[src/rtl/tmr_pkg.sv]
package tmr_pkg;

    localparam int DATA_W    = 8;
    localparam int ADDR_W    = 4;
    localparam int CNT_BYTES = 3;
    localparam int CNT_W     = 8 * CNT_BYTES;

    localparam int A_CTRL    = 0;
    localparam int A_VEC     = 1;
    localparam int PRE_BASE  = 2;
    localparam int CNT_BASE  = PRE_BASE + CNT_BYTES;
    localparam int A_STAT    = CNT_BASE + CNT_BYTES;

    localparam logic [1:0] CLK_DIV = 2'b00;
    localparam logic [1:0] CLK_RAW = 2'b01;

    localparam logic [DATA_W-1:0] VEC_RESET = 8'h0F;

    typedef struct packed {
        logic [2:0] irq_mode;
        logic       wrap_sel;
        logic       rsvd;
        logic [1:0] clk_sel;
        logic       enable;
    } ctrl_t;

    function automatic logic irq_mode_on(input logic [2:0] mode);
        return (mode == 3'b101) || (mode == 3'b111);
    endfunction

endpackage

[src/rtl/tmr_prescale.sv]
module tmr_prescale #(
    parameter int DIV = 32
) (
    input  logic clk,
    input  logic rst_n,
    input  logic clr,
    input  logic run,
    input  logic bypass,
    output logic tick
);
    localparam int PW = (DIV > 1) ? $clog2(DIV) : 1;

    generate
        if (DIV <= 1) begin : g_nodiv
            assign tick = run;
        end else begin : g_div
            typedef struct packed {
                logic [PW-1:0] cnt;
            } ps_t;

            ps_t st_d, st_q;
            logic at_end;

            always_comb begin
                st_d   = st_q;
                at_end = (st_q.cnt == PW'(DIV - 1));
                tick   = run && (bypass || at_end);
                if (clr || !run || bypass) begin
                    st_d.cnt = '0;
                end else if (at_end) begin
                    st_d.cnt = '0;
                end else begin
                    st_d.cnt = st_q.cnt + PW'(1);
                end
            end

            always_ff @(posedge clk) begin
                if (!rst_n) begin
                    st_q <= '0;
                end else begin
                    st_q <= st_d;
                end
            end
        end
    endgenerate

endmodule

[src/rtl/tmr_counter.sv]
module tmr_counter #(
    parameter int CNT_W = 24
) (
    input  logic             clk,
    input  logic             rst_n,
    input  logic             clr,
    input  logic             tick,
    input  logic             wrap_sel,
    input  logic [CNT_W-1:0] preload,
    output logic [CNT_W-1:0] count,
    output logic             zero_evt
);
    typedef struct packed {
        logic [CNT_W-1:0] cnt;
    } cnt_t;

    cnt_t st_d, st_q;
    logic at_zero;

    always_comb begin
        st_d     = st_q;
        at_zero  = (st_q.cnt == '0);
        zero_evt = tick && !clr && at_zero;
        if (clr) begin
            st_d.cnt = '0;
        end else if (tick) begin
            if (at_zero) begin
                st_d.cnt = wrap_sel ? {CNT_W{1'b1}} : preload;
            end else begin
                st_d.cnt = st_q.cnt - CNT_W'(1);
            end
        end
    end

    always_ff @(posedge clk) begin
        if (!rst_n) begin
            st_q <= '0;
        end else begin
            st_q <= st_d;
        end
    end

    assign count = st_q.cnt;

endmodule

[src/rtl/tmr_regs.sv]
module tmr_regs
    import tmr_pkg::*;
(
    input  logic              clk,
    input  logic              rst_n,
    input  logic              bus_cs,
    input  logic              bus_wr,
    input  logic [ADDR_W-1:0] bus_addr,
    input  logic [DATA_W-1:0] bus_wdata,
    output logic [DATA_W-1:0] bus_rdata,
    input  logic              irq_ack,
    input  logic [CNT_W-1:0]  count,
    input  logic              zero_evt,
    output ctrl_t             ctrl,
    output logic [CNT_W-1:0]  preload,
    output logic              clr_cnt,
    output logic              flag,
    output logic              irq
);
    typedef struct packed {
        ctrl_t             ctrl;
        logic [DATA_W-1:0] vec;
        logic [CNT_W-1:0]  preload;
        logic              flag;
        logic              irq;
    } regs_t;

    regs_t st_d, st_q;
    logic  wen;
    logic  stat_clr;

    always_comb begin
        st_d     = st_q;
        wen      = bus_cs && bus_wr;
        stat_clr = wen && (int'(bus_addr) == A_STAT) && bus_wdata[0];
        clr_cnt  = wen && (int'(bus_addr) == A_CTRL) && bus_wdata[0];

        if (wen && (int'(bus_addr) == A_CTRL)) begin
            st_d.ctrl = ctrl_t'(bus_wdata);
        end
        if (wen && (int'(bus_addr) == A_VEC)) begin
            st_d.vec = bus_wdata;
        end
        for (int b = 0; b < CNT_BYTES; b++) begin
            if (wen && (int'(bus_addr) == PRE_BASE + b)) begin
                st_d.preload[(CNT_BYTES-1-b)*8 +: 8] = bus_wdata;
            end
        end

        if (stat_clr) begin
            st_d.flag = 1'b0;
            st_d.irq  = 1'b0;
        end
        if (zero_evt) begin
            st_d.flag = 1'b1;
            if (irq_mode_on(st_q.ctrl.irq_mode)) begin
                st_d.irq = 1'b1;
            end
        end
    end

    always_ff @(posedge clk) begin
        if (!rst_n) begin
            st_q         <= '0;
            st_q.vec     <= VEC_RESET;
        end else begin
            st_q <= st_d;
        end
    end

    always_comb begin
        bus_rdata = '0;
        if (irq_ack) begin
            bus_rdata = st_q.vec;
        end else begin
            if (int'(bus_addr) == A_CTRL) begin
                bus_rdata = {st_q.ctrl.irq_mode, st_q.ctrl.wrap_sel, 1'b0,
                             st_q.ctrl.clk_sel, st_q.ctrl.enable};
            end
            if (int'(bus_addr) == A_VEC) begin
                bus_rdata = st_q.vec;
            end
            for (int b = 0; b < CNT_BYTES; b++) begin
                if (int'(bus_addr) == PRE_BASE + b) begin
                    bus_rdata = st_q.preload[(CNT_BYTES-1-b)*8 +: 8];
                end
                if (int'(bus_addr) == CNT_BASE + b) begin
                    bus_rdata = count[(CNT_BYTES-1-b)*8 +: 8];
                end
            end
            if (int'(bus_addr) == A_STAT) begin
                bus_rdata = {7'd0, st_q.flag};
            end
        end
    end

    assign ctrl    = st_q.ctrl;
    assign preload = st_q.preload;
    assign flag    = st_q.flag;
    assign irq     = st_q.irq;

endmodule

[src/rtl/tmr_vec_timer.sv]
module tmr_vec_timer
    import tmr_pkg::*;
#(
    parameter int PRESCALE = 32
) (
    input  logic              clk,
    input  logic              rst_n,
    input  logic              bus_cs,
    input  logic              bus_wr,
    input  logic [ADDR_W-1:0] bus_addr,
    input  logic [DATA_W-1:0] bus_wdata,
    output logic [DATA_W-1:0] bus_rdata,
    input  logic              irq_ack,
    output logic              timer_irq
);
    ctrl_t            ctrl;
    logic [CNT_W-1:0] preload;
    logic [CNT_W-1:0] count;
    logic             clr_cnt;
    logic             zero_evt;
    logic             flag;
    logic             tick;
    logic             run;
    logic             bypass;

    assign bypass = (ctrl.clk_sel == CLK_RAW);
    assign run    = ctrl.enable && ((ctrl.clk_sel == CLK_DIV) || bypass);

    tmr_regs u_regs (
        .clk       (clk),
        .rst_n     (rst_n),
        .bus_cs    (bus_cs),
        .bus_wr    (bus_wr),
        .bus_addr  (bus_addr),
        .bus_wdata (bus_wdata),
        .bus_rdata (bus_rdata),
        .irq_ack   (irq_ack),
        .count     (count),
        .zero_evt  (zero_evt),
        .ctrl      (ctrl),
        .preload   (preload),
        .clr_cnt   (clr_cnt),
        .flag      (flag),
        .irq       (timer_irq)
    );

    tmr_prescale #(
        .DIV (PRESCALE)
    ) u_presc (
        .clk    (clk),
        .rst_n  (rst_n),
        .clr    (clr_cnt),
        .run    (run),
        .bypass (bypass),
        .tick   (tick)
    );

    tmr_counter #(
        .CNT_W (CNT_W)
    ) u_cnt (
        .clk      (clk),
        .rst_n    (rst_n),
        .clr      (clr_cnt),
        .tick     (tick),
        .wrap_sel (ctrl.wrap_sel),
        .preload  (preload),
        .count    (count),
        .zero_evt (zero_evt)
    );

endmodule

[config.mk]
export PLATFORM = sky130hd
export DESIGN_NAME = tmr_vec_timer
export DESIGN_NICKNAME = d
export VERILOG_FILES = /design/src/rtl/tmr_pkg.sv /design/src/rtl/tmr_prescale.sv /design/src/rtl/tmr_counter.sv /design/src/rtl/tmr_regs.sv /design/src/rtl/tmr_vec_timer.sv
export SDC_FILE = /design/constraint.sdc
export NUM_CORES = 1
export LEC_CHECK = 0
export BUFFER_PORTS_ARGS = -buffer_cell sky130_fd_sc_hd__buf_2
export CORE_MARGIN = 3
export CORE_UTILIZATION = 55
export CTS_CLUSTER_DIAMETER = 80
export DETAILED_ROUTE_END_ITERATION = 10
export GPL_TIMING_DRIVEN = 0
export PLACE_DENSITY = 0.83
export RECOVER_POWER = 50
export SYNTH_ARGS = -nofsm -noshare
export SYNTH_HDL_FRONTEND = slang
export SYNTH_SLANG_ARGS = --single-unit
[constraint.sdc]
create_clock -name clk -period 2.1 [get_ports clk]
set_input_delay 0.42 -clock clk [delete_from_list [all_inputs] [get_ports clk]]
set_output_delay 0.42 -clock clk [all_outputs]
set_load 0.05 [all_outputs]
== Word-level counts from Yosys, hierarchy flattened ==
Index checks and enable logic that the tools add are counted.

* $add $sub $neg: 2
* Equality and inequality tests: 12
* Mux-type cells: 15
* Bitwise gates (word level): 1
* Reductions and logical operators: 26

{| class="wikitable"
|+ Operators by type and width
! cell !! count
|-
| two-way mux 8 bit || 10
|-
| two-way mux 24 bit || 2
|-
| zero test 24 bit || 1
|-
| subtractor 24 x 1 -> 24 bit, second input constant || 1
|-
| equality test 4 bit, second input constant || 5
|-
| logical AND 1 bit || 13
|-
| equality test 4 x 3 -> 1 bit, second input constant || 2
|-
| equality test 3 bit, second input constant || 2
|-
| adder 5 x 1 -> 5 bit, second input constant || 1
|-
| equality test 5 bit, second input constant || 1
|-
| logical OR 1 bit || 5
|-
| equality test 4 x 2 -> 1 bit, second input constant || 1
|-
| zero test 4 bit || 1
|-
| two-way mux 2 bit || 2
|-
| OR reduction 3 bit || 1
|-
| equality test 2 x 1 -> 1 bit, second input constant || 1
|-
| zero test 1 bit || 2
|-
| zero test 2 bit || 1
|-
| nonzero test 2 bit || 1
|-
| OR reduction 2 bit || 1
|-
| two-way mux 1 bit || 1
|-
| NOT 1 bit || 1
|}

* Register bits after elaboration: 70
* Input bits: 17
* Output and inout port bits: 9

== Depth between registers and ports, before layout ==
* Depth in word-level cells: 11
* Mapped depth: 9
* Depth with buffers taken out: 8

== Modules after synthesis ==
Synthesis repeated with hierarchy kept, for this count alone.

* Cell total of the unflattened synthesis: 562
* Area total of the unflattened synthesis: 4579.4 um^2

{| class="wikitable"
|+ By module, submodules not included
! module !! times used !! cells an instance !! area each (um^2) !! seq. area each (um^2)
|-
| tmr_regs || 1 || 339 || 2740.1 || 840.8
|-
| tmr_counter || 1 || 201 || 1620.3 || 480.5
|-
| tmr_prescale || 1 || 20 || 206.4 || 100.1
|-
| tmr_vec_timer || 1 || 2 || 12.5 || 0.0
|}

== Worst setup path before layout ==
No wires, ideal clock.

* Kind: input -> output
* From: input port bus_addr[1]
* To: output port bus_rdata[3]
* Data arrival time: 2692 ps
* Data required time: 1680 ps
* Slack: -1012 ps
* Cell stages on the path: 6
* Path buffers: 3
* Cells stage by stage: nor2b_1 -> clkbuf_1 -> clkbuf_1 -> buf_1 -> a21oi_1 -> o32ai_1

* Cells in the longest elaborated chain, start to end: 10
* Elaborated cells on any way between the ends: 17

{| class="wikitable"
|+ RTL lines
! what !! RTL line !! source
|-
| start, declared || tmr_vec_timer.sv:10 || <nowiki>input logic [ADDR_W-1:0] bus_addr,</nowiki>
|-
| equality test 4 x 2 -> 1 bit || tmr_regs.sv:80 || <nowiki>if (int'(bus_addr) == A_VEC) begin</nowiki>
|-
| two-way mux 8 bit || tmr_regs.sv:80 ||
|-
| two-way mux 8 bit || tmr_regs.sv:84 || <nowiki>if (int'(bus_addr) == PRE_BASE + b) begin</nowiki>
|-
| two-way mux 8 bit || tmr_regs.sv:87 || <nowiki>if (int'(bus_addr) == CNT_BASE + b) begin</nowiki>
|-
| two-way mux 8 bit || tmr_regs.sv:84 ||
|-
| two-way mux 8 bit || tmr_regs.sv:87 ||
|-
| two-way mux 8 bit || tmr_regs.sv:84 ||
|-
| two-way mux 8 bit || tmr_regs.sv:87 ||
|-
| two-way mux 8 bit (*) || tmr_regs.sv:91 || <nowiki>if (int'(bus_addr) == A_STAT) begin</nowiki>
|-
| two-way mux 8 bit (*) || tmr_regs.sv:73 || <nowiki>if (irq_ack) begin</nowiki>
|-
| end, declared || tmr_vec_timer.sv:12 || <nowiki>output logic [DATA_W-1:0] bus_rdata,</nowiki>
|}

Every way passes the cells marked *; elsewhere a longest branch is shown, timed or not.

== Final worst setup path ==
* From: input port bus_addr[1]
* To: output port bus_rdata[5]

* Cells in the longest elaborated chain, start to end: 11
* Elaborated cells on any way between the ends: 19

{| class="wikitable"
|+ RTL lines
! what !! RTL line !! source
|-
| zero test 4 bit || tmr_regs.sv:76 || <nowiki>if (int'(bus_addr) == A_CTRL) begin</nowiki>
|-
| two-way mux 8 bit || tmr_regs.sv:76 ||
|-
| two-way mux 8 bit || tmr_regs.sv:80 ||
|-
| two-way mux 8 bit || tmr_regs.sv:84 ||
|-
| two-way mux 8 bit || tmr_regs.sv:87 ||
|-
| two-way mux 8 bit || tmr_regs.sv:84 ||
|-
| two-way mux 8 bit || tmr_regs.sv:87 ||
|-
| two-way mux 8 bit || tmr_regs.sv:84 ||
|-
| two-way mux 8 bit || tmr_regs.sv:87 ||
|-
| two-way mux 8 bit (*) || tmr_regs.sv:91 ||
|-
| two-way mux 8 bit (*) || tmr_regs.sv:73 ||
|}

Marks and branches as above.

==> flow_metrics.env <==
export IMPL_layout_cells_non_filler=672
export IMPL_cap_viol_max_count=0
export IMPL_ant_nets=0
export IMPL_area_growth_pct=31.68
export IMPL_pwr_share_seq_pct=47.8
export IMPL_netlist_area_um2=3950
export IMPL_numClockSinks=70
export IMPL_worst_path_most_repeated_cell="buf_6"
export IMPL_synth_most_common_cell="dfxtp_1"
export IMPL_gp_congestion=0.9974
export IMPL_grt_pass1_vias=4288
export IMPL_post_dp_cell_area_um2=4277
export IMPL_grt_overflow=0
export IMPL_max_freq_ghz=0.4463
export IMPL_ios=26
export IMPL_drt_wirelength_per_cell_um=23.52
export IMPL_nets=592
export IMPL_ys_top_cells_by_count="dfxtp_1, nor2_1, nand2_1, a21oi_1, clkbuf_1"
export IMPL_fin_util_pct=75.72
export IMPL_antenna_found_initial=0
export IMPL_tns_ps=-1530
export IMPL_drc=0
export IMPL_syn_inst=521
export IMPL_cp_end_kind="primary output"
export IMPL_nFillCells=452
export IMPL_synth_top_area_share_pct=35.48
export IMPL_worst_path_max_delay_cell="a221o_2"
export IMPL_portBuffers=24
export IMPL_post_route_period_util_pct=106.7
export IMPL_regArea_um2=1433
export IMPL_cts_tree="yes"
export IMPL_numCtsBuffers=9
export IMPL_hold_path_class="primary input to flop"
export IMPL_grt_pass1_wl_mm=22.65
export IMPL_initial_utilization_pct=57.50
export IMPL_violations="negative setup slack"
export IMPL_p_comb_share_pct=12.4
export IMPL_arrival_ps=1820
export IMPL_power_density_nw_per_um2=537.9
export IMPL_peakVddDrop_mv=0.6392
export IMPL_clk_latency_ps=370
export IMPL_p_int_mw=2.012
export IMPL_slew_headroom_pct=60.94
export IMPL_drive_gt1_share_pct=30.73
export IMPL_hold_viol_final=0
export IMPL_switching_share_pct=28.07
export IMPL_drtPass1Iterations=7
export IMPL_fin_skew_ps=9.504
export IMPL_ctsHtreeMaxLevel=3
export IMPL_rsz0062_at_grt="yes"
export IMPL_syn_nets=542
export IMPL_die_area_um2=8235
export IMPL_worst_slack_ps=-140.8
export IMPL_avgSynthCellArea_um2=7.582
export IMPL_max_stage_delay_ps=380
export IMPL_status="finished with violations"
export IMPL_drv_slew=0
export IMPL_pre_cts_ws_ps=-545.8
export IMPL_ys_ff_latch=70
export IMPL_path_delay_family="compound AO/OA/AOI/OAI gates"
export IMPL_path_clk_slew_ps=80
export IMPL_synth_ff_type="dfxtp_1"
export IMPL_design_area_um2=5201
export IMPL_die_w_um=90.75
export IMPL_avgViaCountPerCell=7.080
export IMPL_final_min_clock_period_ps=2241
export IMPL_synth_edf_count=0
export IMPL_startpoint_type="primary input"
export IMPL_row_count=30
export IMPL_crit_type="primary input to primary output"
export IMPL_ys_seq_area_share_pct=35.48
export IMPL_finalSetupViolations=24
export IMPL_antenna_cells=0
export IMPL_cts_buffer_depth=2
export IMPL_yosys_top_cells_area="dfxtp_1, a21oi_1, nor2_1"
export IMPL_multi_input_area_um2=2761
export IMPL_dp_cells=641
export IMPL_synth_top_cell_by_area="dfxtp_1"
export IMPL_crit_fanout=6
export IMPL_grt_max_degree=13
export IMPL_tightest_slew_ps=585.9
export IMPL_crit_buf_inv=3
export IMPL_p_leak_nw=2.022
export IMPL_drt_total_wl_mm=15.81
export IMPL_core_area_um2=6869
export IMPL_worstPathCellList="buf_8 -> nor2b_4 -> buf_6 -> a21o_1 -> a22oi_1 -> o21ai_1 -> a221o_2 -> buf_6"
export IMPL_cts_hold_buf=0
export IMPL_synth_cell_types=58
export IMPL_whs_ps=279.9
export IMPL_power_switching_uw=785.4
export IMPL_hpwlAfterDp_mm=9.951
export IMPL_root_buffer="clkbuf_8"
export IMPL_vias=4758
export IMPL_fp_dieH_um=90.75
export IMPL_finalPower_mw=2.798
export IMPL_async_flop_share_pct=0
export IMPL_grtUsageTotal_pct=35.17
export IMPL_drtIter0Drc=724
export IMPL_critPathRequiredTime_ps=1680
export IMPL_synth_warnings=0
export IMPL_clkPwrFrac_pct=39.8
power groups by stage:
stage	clock network, mW	registers (mW)	logic, mW
2_1_floorplan	0	1.37	0.165
3_3_place_gp	0	1.37	0.243
3_5_place_dp	0	1.37	0.248
4_1_cts	1.11	1.34	0.293
5_1_grt	1.18	1.34	0.358
6_report	1.11	1.34	0.347
layer usage:
metal	GRT usage [%]	part of all wire [%]	vias up
li1	-	-	2011
met1	43.73	35	2176
met2	53.30	44	430
met3	8.583	13	141
met4	24.23	8.4	0
met5	0	0	-
registers in the layout, indices dropped and copies added (netlist names):
register            cells
u_cnt.count            24
u_regs.preload         24
u_regs.st_q             8
u_regs.ctrl             7
u_presc.g_div.st_q      5
u_regs.flag             1
u_regs.irq              1
layout make-up:
type                    count  share of cell area [%]
multi-input cells         401                   53.09
flip-flops and latches     70                   27.54
repair buffers             48                   8.708
plain buffers              28                   3.729
clock buffers              11                   2.526
well taps                  96                   2.309
clock inverters             5                   1.155
inverters                  13                  0.9382
path summary, 6_finish.rpt:
kind                                startpoint                           end  slack (ps)  cells after the start
setup / recovery                   bus_addr[1]                  bus_rdata[5]        -140                      8
hold / removal                           rst_n  u_regs.st_q[26]$_SDFFE_PN1P_         280                      2
setup reg to reg   u_cnt.count[4]$_SDFFE_PP0N_  u_cnt.count[16]$_SDFFE_PP0N_         -90                      6
hold reg to reg   u_regs.st_q[33]$_SDFFE_PN0P_  u_regs.st_q[33]$_SDFFE_PN0P_         500                      2
repair_timing:
item / 4_1_cts / 5_1_grt
cloned: 0 / 3
gates resized for setup: 92 / 84
pin swaps: 18 / 21
endpoints found under the setup margin: 46 / 41
buffers inserted: 8 / 13
endpoints found under the hold margin: 0 / 0
placed cells by master, fill, tap and decap left out, types with 16 or more instances in the layout:
master,instances
buf_4,18
clkbuf_1,16
nor2_1,52
o21ai_1,18
a21oi_1,56
mux2i_1,17
nand3_1,24
dfxtp_1,49
dfxtp_2,19
nand2_1,56
kinds of logic (layout without fill, tap and decap cells):
logic type | after synthesis | after routing | synth area share, %
flops | 70 | 70 | 35.48
xor+xnor | 3 | 3 | 0.6653
compound gates | 162 | 162 | 26.54
buf+inv | 50 | 105 | 4.878
simple gates | 214 | 214 | 26.58
fa+ha+maj | 4 | 4 | 1.267
mux | 18 | 18 | 4.593
Note: power is estimated with default switching activity, not from simulation.
